--- src/rtl/mdio_pkg.sv ---
package mdio_pkg;
  localparam int CFG_W     = 32;
  localparam int CFG_EN    = 16;
  localparam int CFG_NOPRE = 17;
  localparam int CFG_FEN   = 18;
  localparam int CFG_FAULT = 19;
  localparam int CFG_IDLE  = 20;

  typedef enum logic [1:0] {SEQ_IDLE, SEQ_ARM, SEQ_RUN} seqState_t;

  typedef struct packed {
    logic load;
    logic advance;
    logic capture;
    logic finish;
    logic abort;
  } seqStrobe_t;
endpackage

--- src/rtl/mdio_dp.sv ---
module mdio_dp
  import mdio_pkg::*;
#(
  parameter int DIV_W   = 16,
  parameter int ADDR_W  = 5,
  parameter int DATA_W  = 16,
  parameter int PRE_LEN = 32
) (
  input  logic              clk,
  input  logic              rstN,
  input  logic [DIV_W-1:0]  divider,
  input  seqStrobe_t        stb,
  input  logic              ldRead,
  input  logic              ldNoPre,
  input  logic [ADDR_W-1:0] ldPhy,
  input  logic [ADDR_W-1:0] ldReg,
  input  logic [DATA_W-1:0] ldData,
  input  logic              mdioIn,
  output logic              mdc,
  output logic              mdioOut,
  output logic              mdioOe,
  output logic              fallEv,
  output logic              riseEv,
  output logic              bitsZero,
  output logic              inData,
  output logic              mismatch,
  output logic [DATA_W-1:0] rdData
);
  localparam int BODY_LEN  = 4 + 2 * ADDR_W + 2 + DATA_W;
  localparam int FRAME_MAX = PRE_LEN + BODY_LEN;
  localparam int CNT_W     = $clog2(FRAME_MAX + 1);
  localparam int RLS_LEN   = 2 + DATA_W;
  localparam logic [CNT_W-1:0] RLS_C   = CNT_W'(RLS_LEN);
  localparam logic [CNT_W-1:0] DATA_C  = CNT_W'(DATA_W);
  localparam logic [CNT_W-1:0] FULL_C  = CNT_W'(FRAME_MAX);
  localparam logic [CNT_W-1:0] SHORT_C = CNT_W'(BODY_LEN);

  // MDC generation
  logic [DIV_W-1:0] divCnt;
  logic [DIV_W:0]   divPlusOne;
  logic [DIV_W-1:0] halfPoint;
  logic             divNz;

  assign divNz      = (divider != '0);
  assign divPlusOne = {1'b0, divider} + 1'b1;
  assign halfPoint  = divPlusOne[DIV_W:1];
  assign fallEv     = divNz && (divCnt >= divider);
  assign riseEv     = divNz && !fallEv && (divCnt == halfPoint - 1'b1);

  always_ff @(posedge clk) begin
    if (!rstN || !divNz) begin
      divCnt <= '0;
      mdc    <= 1'b0;
    end else if (fallEv) begin
      divCnt <= '0;
      mdc    <= 1'b0;
    end else begin
      divCnt <= divCnt + 1'b1;
      if (riseEv) mdc <= 1'b1;
    end
  end

  // Frame assembly
  logic [BODY_LEN-1:0]  body;
  logic [FRAME_MAX-1:0] frameLoad;

  assign body = {2'b01, (ldRead ? 2'b10 : 2'b01), ldPhy, ldReg,
                 (ldRead ? 2'b00 : 2'b10),
                 (ldRead ? {DATA_W{1'b0}} : ldData)};

  generate
    if (PRE_LEN > 0) begin : g_pre
      assign frameLoad = ldNoPre ? {body, {PRE_LEN{1'b0}}} : {{PRE_LEN{1'b1}}, body};
    end else begin : g_nopre
      assign frameLoad = body;
    end
  endgenerate

  // Shifter and line drive
  logic [FRAME_MAX-1:0] sr;
  logic [CNT_W-1:0]     bitsLeft;
  logic [CNT_W-1:0]     nextLeft;
  logic                 isRead;
  logic [DATA_W-1:0]    rdShift;

  assign nextLeft = bitsLeft - 1'b1;
  assign bitsZero = (bitsLeft == '0);
  assign inData   = isRead && (bitsLeft < DATA_C);
  assign mismatch = mdioOe && (mdioIn != mdioOut);

  always_ff @(posedge clk) begin
    if (!rstN) begin
      sr       <= '0;
      bitsLeft <= '0;
      isRead   <= 1'b0;
      mdioOut  <= 1'b0;
      mdioOe   <= 1'b0;
      rdShift  <= '0;
      rdData   <= '0;
    end else begin
      if (stb.load) begin
        sr       <= frameLoad;
        bitsLeft <= ldNoPre ? SHORT_C : FULL_C;
        isRead   <= ldRead;
      end
      if (stb.advance) begin
        mdioOut  <= sr[FRAME_MAX-1];
        mdioOe   <= !(isRead && (nextLeft < RLS_C));
        sr       <= {sr[FRAME_MAX-2:0], 1'b0};
        bitsLeft <= nextLeft;
      end
      if (stb.capture) rdShift <= {rdShift[DATA_W-2:0], mdioIn};
      if (stb.finish) begin
        mdioOut <= 1'b0;
        mdioOe  <= 1'b0;
        rdData  <= rdShift;
      end
      if (stb.abort) begin
        mdioOut <= 1'b0;
        mdioOe  <= 1'b0;
      end
    end
  end
endmodule

--- src/rtl/mdio_ctrl.sv ---
module mdio_ctrl
  import mdio_pkg::*;
#(
  parameter int DIV_W     = 16,
  parameter int DIV_RESET = 255
) (
  input  logic             clk,
  input  logic             rstN,
  input  logic             cfgWe,
  input  logic [CFG_W-1:0] cfgWrData,
  output logic [CFG_W-1:0] cfgRdData,
  input  logic             cmdValid,
  output logic             cmdReady,
  input  logic             fallEv,
  input  logic             riseEv,
  input  logic             bitsZero,
  input  logic             inData,
  input  logic             mismatch,
  output logic [DIV_W-1:0] divider,
  output logic             noPre,
  output seqStrobe_t       stb,
  output logic             done
);
  logic      runEn;
  logic      faultEn;
  logic      faultFlag;
  logic      setFault;
  logic      finishing;
  seqState_t state;
  seqState_t stateNext;

  assign cmdReady = (state == SEQ_IDLE) && runEn && (divider != '0);

  always_comb begin
    stb       = '0;
    stateNext = state;
    setFault  = 1'b0;
    finishing = 1'b0;
    unique case (state)
      SEQ_IDLE: begin
        if (cmdValid && cmdReady) begin
          stb.load  = 1'b1;
          stateNext = SEQ_ARM;
        end
      end
      SEQ_ARM: begin
        if (fallEv) begin
          stb.advance = 1'b1;
          stateNext   = SEQ_RUN;
        end
      end
      SEQ_RUN: begin
        if (faultEn && riseEv && mismatch) begin
          stb.abort = 1'b1;
          setFault  = 1'b1;
          stateNext = SEQ_IDLE;
        end else begin
          if (riseEv && inData) stb.capture = 1'b1;
          if (fallEv) begin
            if (bitsZero) begin
              stb.finish = 1'b1;
              finishing  = 1'b1;
              stateNext  = SEQ_IDLE;
            end else begin
              stb.advance = 1'b1;
            end
          end
        end
      end
      default: stateNext = SEQ_IDLE;
    endcase
  end

  always_ff @(posedge clk) begin
    if (!rstN) begin
      state     <= SEQ_IDLE;
      done      <= 1'b0;
      divider   <= DIV_W'(DIV_RESET);
      runEn     <= 1'b0;
      noPre     <= 1'b0;
      faultEn   <= 1'b0;
      faultFlag <= 1'b0;
    end else begin
      state <= stateNext;
      done  <= finishing;
      if (cfgWe) begin
        divider <= cfgWrData[DIV_W-1:0];
        runEn   <= cfgWrData[CFG_EN];
        noPre   <= cfgWrData[CFG_NOPRE];
        faultEn <= cfgWrData[CFG_FEN];
      end
      if (setFault) faultFlag <= 1'b1;
      else if (cfgWe && cfgWrData[CFG_FAULT]) faultFlag <= 1'b0;
    end
  end

  always_comb begin
    cfgRdData              = '0;
    cfgRdData[DIV_W-1:0]   = divider;
    cfgRdData[CFG_EN]      = runEn;
    cfgRdData[CFG_NOPRE]   = noPre;
    cfgRdData[CFG_FEN]     = faultEn;
    cfgRdData[CFG_FAULT]   = faultFlag;
    cfgRdData[CFG_IDLE]    = (state == SEQ_IDLE);
  end
endmodule

--- src/rtl/mdio_mgmt_master.sv ---
module mdio_mgmt_master
  import mdio_pkg::*;
#(
  parameter int DIV_W     = 16,
  parameter int DIV_RESET = 255,
  parameter int ADDR_W    = 5,
  parameter int DATA_W    = 16,
  parameter int PRE_LEN   = 32
) (
  input  logic              clk,
  input  logic              rstN,
  input  logic              cfgWe,
  input  logic [31:0]       cfgWrData,
  output logic [31:0]       cfgRdData,
  input  logic              cmdValid,
  output logic              cmdReady,
  input  logic              cmdRead,
  input  logic [ADDR_W-1:0] cmdPhy,
  input  logic [ADDR_W-1:0] cmdReg,
  input  logic [DATA_W-1:0] cmdWrData,
  output logic [DATA_W-1:0] rdData,
  output logic              done,
  output logic              mdc,
  output logic              mdioOut,
  output logic              mdioOe,
  input  logic              mdioIn
);
  seqStrobe_t       stb;
  logic [DIV_W-1:0] divider;
  logic             noPre;
  logic             fallEv;
  logic             riseEv;
  logic             bitsZero;
  logic             inData;
  logic             mismatch;

  mdio_ctrl #(.DIV_W(DIV_W), .DIV_RESET(DIV_RESET)) u_ctrl (
    .clk(clk), .rstN(rstN),
    .cfgWe(cfgWe), .cfgWrData(cfgWrData), .cfgRdData(cfgRdData),
    .cmdValid(cmdValid), .cmdReady(cmdReady),
    .fallEv(fallEv), .riseEv(riseEv), .bitsZero(bitsZero),
    .inData(inData), .mismatch(mismatch),
    .divider(divider), .noPre(noPre), .stb(stb), .done(done)
  );

  mdio_dp #(.DIV_W(DIV_W), .ADDR_W(ADDR_W), .DATA_W(DATA_W), .PRE_LEN(PRE_LEN)) u_dp (
    .clk(clk), .rstN(rstN), .divider(divider), .stb(stb),
    .ldRead(cmdRead), .ldNoPre(noPre), .ldPhy(cmdPhy), .ldReg(cmdReg),
    .ldData(cmdWrData), .mdioIn(mdioIn),
    .mdc(mdc), .mdioOut(mdioOut), .mdioOe(mdioOe),
    .fallEv(fallEv), .riseEv(riseEv), .bitsZero(bitsZero),
    .inData(inData), .mismatch(mismatch), .rdData(rdData)
  );
endmodule

--- config.mk ---
export PLATFORM = sky130hd
export DESIGN_NAME = mdio_mgmt_master
export DESIGN_NICKNAME = d
export VERILOG_FILES = /design/src/rtl/mdio_pkg.sv /design/src/rtl/mdio_dp.sv /design/src/rtl/mdio_ctrl.sv /design/src/rtl/mdio_mgmt_master.sv
export SDC_FILE = /design/constraint.sdc
export NUM_CORES = 1
export LEC_CHECK = 0
export BUFFER_PORTS_ARGS = -buffer_cell sky130_fd_sc_hd__clkbuf_2
export CORE_MARGIN = 10
export CORE_UTILIZATION = 45
export CTS_CLUSTER_DIAMETER = 150
export CTS_CLUSTER_SIZE = 10
export DETAILED_ROUTE_END_ITERATION = 10
export PLACE_DENSITY = 0.66
export SYNTH_ARGS = -nofsm -noshare
export SYNTH_HDL_FRONTEND = slang
export SYNTH_SLANG_ARGS = --single-unit
export TNS_END_PERCENT = 100
--- constraint.sdc ---
create_clock -name clk -period 9 [get_ports clk]
set_input_delay 1.8 -clock clk [delete_from_list [all_inputs] [get_ports clk]]
set_output_delay 1.8 -clock clk [all_outputs]
set_load 0.02 [all_outputs]
==> impl_results.md, run 1 <==
* Tot Pwr at 1.569 mW
* Sink Count at 146
* Top cells by area, synth: dfxtp_1, nand2_1, nor2_1
* Drt wl/cell at 15.97 µm
* Pleak at 3.610 nW
* Longest Clk Path Bufs at 2
* Ports at 117
* Post-synth cell types at 78
* H-tree Lvls at 4
* Synthesis-to-layout area growth at 11.78%
* Worst EP required at 9.28 ns
* Fillers at 1,751
* Final net count at 1,125
* Post-DP HPWL at 13,740 µm
* YS warnings at 0
* Count leader, synth: dfxtp_1
* RSZ-0062 raised after global routing: false
* Clock power frac at 44.0%
* Hold buffer count at cts at 0
* Largest net degree at the start of global routing at 88
* Sw Pwr at 0.4111 mW
* Yosys top cell area share at 35.93%
* Comb power frac at 12.2%
* PortBufs at 93
* Pwr Density at 172.6 nW/µm²
* First-pass GRT wire length at 34,110 µm
* Sequential area share after synthesis at 35.93%
* Seq pwr share at 43.8%
* Internal cell power at 1.158 mW
* EDFF count, synth at 0
* Max-slew violation count at 0
* Vias at 7,099
* Sw frac at 26.19%
* FFs w/ async S/R, synth at 0%
* Worst-case vdd ir drop at 148.6 µV
* Initial Utilization at 45.44%
* Num rows at 49
* Setup violations, final at 0
* Most common library cells after synthesis: dfxtp_1, nand2_1, nor2_1, a21oi_1, clkbuf_1
* Worst-path fanout max at 55
* Global-route total usage across every layer at 16.79%
* Die Wd at 154.4 µm
* Total grt overflow at 0
* Die area at 23,850 µm²
* Drt first pass iters at 8
* Chip height at 154.4 µm
* Clock Skews at 0.01479 ns
* Diode count at 0
* Max Cap Violations at 0
* Synth Register Bits at 146
* Clk_lat worst skew at 0.43 ns
* Final Critical Period at 4.392 ns
* Cell Area, Synth at 8134 µm²
* Hold crit path type: flop to flop
* Post-layout utilization of the core at 50.79%
* CTS buffer count at 17
* Hold Fails Final Rpt at 0
* Worst path arrival time at 4.68 ns
* Critical Path Source Type: flop
* Share of cells above drive strength 1 at 14.98%
* Routed Antenna Nets at 0
* Drt drc at 0
* Synth area leader: dfxtp_1
* Number of global-route vias before repair at 6,739
* Initial antenna violation count at 0
* Measured slew at the worst slew-check pin at 1.108 ns
* TritonCTS clock tree: built
* Cts repair resizes at 0
* Slew headroom at 25.84%
* Fmax at 0.2277 GHz
* CP Capture Type: flop
* Outcome: complete, no violations
* Root Driver: clkbuf_16
* Syn Area/Cell at 8.134 µm²
* Setup Fix Bufs, Post-CTS at 0
* Global placer's final weighted congestion at 0.8818
* Path type of the worst setup path: flop to flop
* Fin Setup TNS at 0 ns
* Initial drt markers at 436
* Final period utilization at 48.80%
* Post-Route WL at 20,400 µm
* Main synth FF type: dfxtp_1
* Mapped Cells at 1,000
* Core Area at 17,900 µm²
* Worst-path clk slew at 0.06 ns
* Vias per cell at 5.559
[layout make-up]
type                            instances  area (µm²)  share of cell area (%)
Inverter                               34       128.9                   1.417
Tap cell                              229       286.5                   3.151
Sequential cell                       146        2923                   32.15
Clock inverter                          9       107.6                   1.183
Multi-Input combinational cell        740        4683                   51.51
Clock buffer                           21       460.4                   5.064
Timing Repair Buffer                   98       503.0                   5.532
[worst max-delay path: stages (launching register included)]
cell and delay, ns:
dfxtp_1 0.57, inv_1 0.09, ha_1 0.31, a21oi_1 0.06, o21ai_0 0.33, o2111ai_1 0.24
a221oi_1 0.90, and3_2 1.05, nor2_1 0.27, o21ai_0 0.24, o21a_1 0.14, nor2_1 0.04
[through the flow]
stage	hold slack (ns)	instances	cell area [µm²]	worst slack, ns
3_3_place_gp	0.4390	1247	8524	4.630
5_1_grt	0.4615	1277	9092	4.171
4_1_cts	0.4513	1277	9092	4.567
3_5_place_dp	0.4418	1247	8524	4.604
2_1_floorplan	0.4321	1010	8172	5.501
6_report	0.4479	1277	9092	4.608
[logic make-up (layout without fill, tap and decap cells)]
group           count (synthesis)  count (layout)  share of synthesized area [%]
simple gates                  428             428                          27.26
other cells                     1              11                        0.04610
mux                            30              30                          3.707
xor+xnor                       52              52                          5.692
flops                         146             146                          35.93
buf+inv                       124             162                          7.045
compound gates                195             195                          16.63
fa+ha+maj                      24              24                          3.692
[placed cells by master (no fill, tap or decap), types with 4 or more instances in the layout]
master and count:
a211oi_1 18, a21o_1 5, a21oi_1 64, a311oi_1 16, a31oi_1 5, and3_1 12, buf_4 5, clkbuf_16 17
clkbuf_2 93, clkinv_2 4, conb_1 11, dfxtp_1 146, ha_1 24, inv_1 33, mux2i_1 29, nand2_1 122
nand2b_1 20, nand3_1 52, nand3b_1 13, nand4_1 11, nor2_1 103, nor2b_1 4, nor3_1 35, nor3b_1 12
nor4_1 5, o211ai_1 40, o21ai_0 10, o21ai_1 4, o31ai_1 5, xnor2_1 38, xor2_1 13
[path summary, 6_finish.rpt]
kind / cells after the start / from / to / slack (ns)
worst max-delay path: 11 / u_ctrl.divider[9]$_SDFFE_PN0P_ / u_dp.bitsLeft[2]$_SDFFE_PN0P_ / 4.61
worst min-delay path: 2 / u_dp.sr[35]$_SDFFE_PN0P_ / u_dp.sr[36]$_SDFFE_PN0P_ / 0.45
worst max register to register: 11 / u_ctrl.divider[9]$_SDFFE_PN0P_ / u_dp.bitsLeft[2]$_SDFFE_PN0P_ / 4.61
worst min register to register: 2 / u_dp.sr[35]$_SDFFE_PN0P_ / u_dp.sr[36]$_SDFFE_PN0P_ / 0.45
[state kept, by name, summed over array words and instances (netlist names)]
name              flops
u_dp.bitsLeft         7
u_dp.rdData          16
u_dp.sr              64
u_dp.isRead           1
u_ctrl.runEn          1
u_ctrl.divider       16
u_dp.mdc              1
u_dp.mdioOe           1
u_dp.rdShift         16
u_dp.divCnt          16
u_ctrl.faultEn        1
u_dp.mdioOut          1
u_ctrl.faultFlag      1
u_ctrl.noPre          1
u_ctrl.done           1
u_ctrl.state          2
[per-layer routing]
layer	up-vias	global-route usage [%]	part of all wire (%)
met5	-	0	0
met4	0	5.668	1.7
met3	25	3.993	4.7
met2	163	25.61	46
met1	3334	22.67	48
li1	3577	-	-
[power by group through the flow]
stage	Clock [mW]	Sequential (mW)	Combinational (mW)
4_1_cts	0.705	0.687	0.192
2_1_floorplan	0	0.694	0.154
3_3_place_gp	0	0.700	0.189
6_report	0.691	0.687	0.192
3_5_place_dp	0	0.701	0.191
5_1_grt	0.732	0.690	0.212
(Power assumes the default switching activity.)
==> inputs of run 2 (changes only) <==
ABC_AREA = 1   (was not set)
clock period = 4.6 ns   (was 9 ns; I/O delays follow)
==> run 2 against run 1 <==
Against the previous run: via count rose by 4.7%; global-route usage rose by 0.51 points; cell area fell by 1.5%; worst setup slack got worse by 3.7 ns; wire length rose by 0.24%; critical path depth rose by 6; count of clock-buffer cells in the layout fell by 3; sequential power rose by 99%; non-clock buffer count rose by 2; utilization rose by 1.3 points; largest cell class unchanged.
==> impl_results.md, run 2 <==
* Outcome: complete, no violations
* Busiest layer in global routing: met2
* H-tree Lvls at 4 (unchanged)
* Chip height at 152.1 µm (-1.5%)
* Max Cap Violations at 0 (unchanged)
* Ports at 117 (unchanged)
* Core Area at 17,180 µm² (-4.1%)
* Mapped Cells at 1,159 (+16%)
* Crit path cell chain: inv_1, ha_1, nand2_1, o21ai_0, nand2_1, o211ai_1, nand2_1, nand3_1, nand2_1, o21ai_0, nand2_2, inv_1, nor2_2, inv_1, o21ai_0, a21oi_1, nor2_1
* Drt first pass iters at 6 (-2)
* Syn Area/Cell at 6.775 µm² (-17%)
* Commonest non-fill, non-tap cells in the layout: nand2_1, dfxtp_1, nor2_1
* Worst EP required at 4.96 ns (-4.32 ns)
* Diode count at 0 (unchanged)
* R2R Setup Slk at 0.91 ns (-3.70 ns)
* Largest net degree at the start of global routing at 76 (-14%)
* FFs w/ async S/R, synth at 0% (unchanged)
* Post-Route WL at 20,440 µm (+0.24%)
* Worst path arrival time at 4.05 ns (-0.63 ns)
* Max reg flops at 64 (unchanged)
* Global-route total usage across every layer at 17.31% (+0.51 points)
* Longest Clk Path Bufs at 2 (unchanged)
* Routed Antenna Nets at 0 (unchanged)
* Sink Count at 146 (unchanged)
* Fmax at 0.2706 GHz (+19%)
* Clk_lat worst skew at 0.42 ns (about the same)
* Fillers at 1,797 (+2.6%)
* Drt drc at 0 (unchanged)
* Clock Skews at 0.01087 ns (-0.003923 ns)
* Critical R2R Capture: u_dp.sr[4]$_SDFFE_PN0P_
* Num rows at 48 (-2.0%)
* Worst-path clk slew at 0.07 ns (about the same)
* Number of global-route vias before repair at 6,985 (+3.7%)
* Register Area at 2923 µm² (unchanged)
* Post-synth cell types at 43 (-45%)
* EDFF count, synth at 0 (unchanged)
* Met2 GRT Util at 29.17% (+3.6 points)
* Final net count at 1,310 (+16%)
* CTS buffer count at 17 (unchanged)
* Worst reg2reg path depth at 17 (+6)
* Final period utilization at 80.32% (+32 points)
* Total grt overflow at 0 (unchanged)
* Die area at 23,130 µm² (-3.0%)
* Drt wl/cell at 14.00 µm (-12%)
* Vias at 7,430 (+4.7%)
* Measured slew at the worst slew-check pin at 1.126 ns (+0.01761 ns)
* TritonCTS clock tree: built
* Worst Setup SP: u_ctrl.divider[2]$_SDFFE_PN1P_
* Root Driver: clkbuf_16
* Vias per cell at 5.089 (-8.5%)
* Most flop-heavy register: u_dp.sr
* Top cells by area, synth: dfxtp_1, nand2_1, nor2_1
* Hold Fails Final Rpt at 0 (unchanged)
* Yosys top cell area share at 37.22% (+1.3 points)
* Post-DP HPWL at 14,740 µm (+7.3%)
* Critical-path top delay cell: nor2_2
* YS warnings at 0 (unchanged)
* Min-Delay Path Depth at 1 (-1)
* Initial antenna violation count at 0 (unchanged)
* Critical Path Source Type: flop
* PortBufs at 93 (unchanged)
* Global placer's final weighted congestion at 0.8593 (-2.6%)
* Critical Path Most Common Cell: nand2_1
* Area of the multi-input gates at 4243 µm² (-9.4%)
* Die Wd at 152.1 µm (-1.5%)
* Fin Setup TNS at 0 ns (unchanged)
* Synth area leader: dfxtp_1
* GR Util met3 at 2.992% (-1.0 points)
* RSZ-0062 raised after global routing: false
* Cts repair resizes at 0 (unchanged)
* CP Capture Type: flop
* Setup Fix Bufs, Post-CTS at 0 (unchanged)
* Max-slew violation count at 0 (unchanged)
* Initial Utilization at 45.72% (+0.28 points)
* Count leader, synth: nand2_1
* Cell Area, Synth at 7853 µm² (-3.5%)
* Pwr Density at 363.6 nW/µm² (+110%)
* Worst-case vdd ir drop at 274.0 µV (+84%)
* FF-to-FF Start: u_ctrl.divider[2]$_SDFFE_PN1P_
* Sequential area share after synthesis at 37.22% (+1.3 points)
* Synth Register Bits at 146 (unchanged)
* Initial drt markers at 486 (+11%)
* Worst-path fanout max at 28 (-49%)
* Path type of the worst setup path: flop to flop
* CP max stage delay at 0.91 ns (-0.14 ns)
* Hold buffer count at cts at 0 (unchanged)
* Commonest non-fill, non-tap cell in the layout: nand2_1
* Setup violations, final at 0 (unchanged)
* M1 GR Usage at 21.44% (-1.2 points)
* Share of cells above drive strength 1 at 14.09% (-0.89 points)
* Post-layout utilization of the core at 52.13% (+1.3 points)
* Pleak at 4.011 nW (+11%)
* Main synth FF type: dfxtp_1
* Synthesis-to-layout area growth at 14.02%
* Final Critical Period at 3.695 ns (-0.6968 ns)
* Hold WS at 0.4558 ns (+0.007883 ns)
* Hold crit path type: flop to flop
* Critical Path Sink: u_dp.sr[4]$_SDFFE_PN0P_
* Slew headroom at 24.86% (-0.98 points)
* Most common library cells after synthesis: nand2_1, dfxtp_1, nor2_1, inv_1, o21ai_0
* First-pass GRT wire length at 34,060 µm (-0.16%)
-- run 2: cell types whose count changed after synthesis, moves of 19 or more --
cell,change
clkbuf_1,-19
a31oi_1,+27
inv_1,+68
xnor2_1,-33
nor3_1,-27
nand2_1,+228
mux2i_1,-29
o21ai_0,+55
nand2b_1,-20
o211ai_1,-38
nor2_1,+34
-- run 2: layer usage --
layer / vias to the layer above / part of all wire (%)
met5: - / 0
met2: 117 / 47
met1: 3410 / 48
met4: 0 / 2.0
li1: 3871 / -
met3: 32 / 3.2
-- run 2: area by class of cell --
type,count,share of cell area (%)
Inverter,105,4.402
Clock inverter,14,1.733
Sequential cell,146,32.64
Multi-Input combinational cell,852,47.39
Clock buffer,18,4.905
Tap cell,225,3.144
Timing Repair Buffer,100,5.785
-- run 2: power by group --
group / switching (mW) / leakage (nW) / internal (mW)
Sequential: 0.0453 / 1.19 / 1.33
Combinational: 0.322 / 2.54 / 0.160
Clock: 0.582 / 0.281 / 0.820
-- run 2: how the worst min path moves through the flow --
stage	startpoint	to
after floorplan	u_dp.bitsLeft[0]$_SDFFE_PN0P_	u_dp.bitsLeft[0]$_SDFFE_PN0P_
after global placement	u_dp.sr[62]$_SDFFE_PN0P_	u_dp.sr[62]$_SDFFE_PN0P_
after detailed placement	u_dp.sr[62]$_SDFFE_PN0P_	u_dp.sr[62]$_SDFFE_PN0P_
after CTS	u_dp.sr[62]$_SDFFE_PN0P_	u_dp.sr[62]$_SDFFE_PN0P_
after global routing	u_dp.bitsLeft[0]$_SDFFE_PN0P_	u_dp.bitsLeft[0]$_SDFFE_PN0P_
final	u_dp.bitsLeft[0]$_SDFFE_PN0P_	u_dp.bitsLeft[0]$_SDFFE_PN0P_
-- run 2: kinds of logic (layout without fill, tap and decap cells) --
logic type	count (synthesis)	in the layout	share of synthesized area, %
other	1	11	0.04776
XOR/XNOR	22	22	2.549
AO/OA/AOI/OAI	193	193	14.39
AND/OR/NAND/NOR	602	602	32.65
buffers and inverters	171	237	9.321
adder cells (fa/ha/maj)	24	24	3.824
flip-flops	146	146	37.22
-- run 2: critical path, delay by kind of cell, from the launching register on --
family                     cells  cell delay [ns]
AOI/OAI and AO/OA              5             0.63
adders and majority gates      1             0.31
buffers and inverters          3             0.63
DFF                            1             0.50
and+or+nand+nor                8             1.55
-- run 2: metrics by stage --
stage / power, mW / cells / setup slack, ns / cell area, µm²
global placement: 1.874 / 1428 / 0.9588 / 8359
finish: 3.255 / 1460 / 0.9052 / 8954
global route: 3.398 / 1460 / 0.4817 / 8954
CTS: 3.279 / 1460 / 0.8222 / 8954
detailed placement: 1.880 / 1428 / 0.8945 / 8359
floorplan: 1.760 / 1169 / 1.694 / 7890
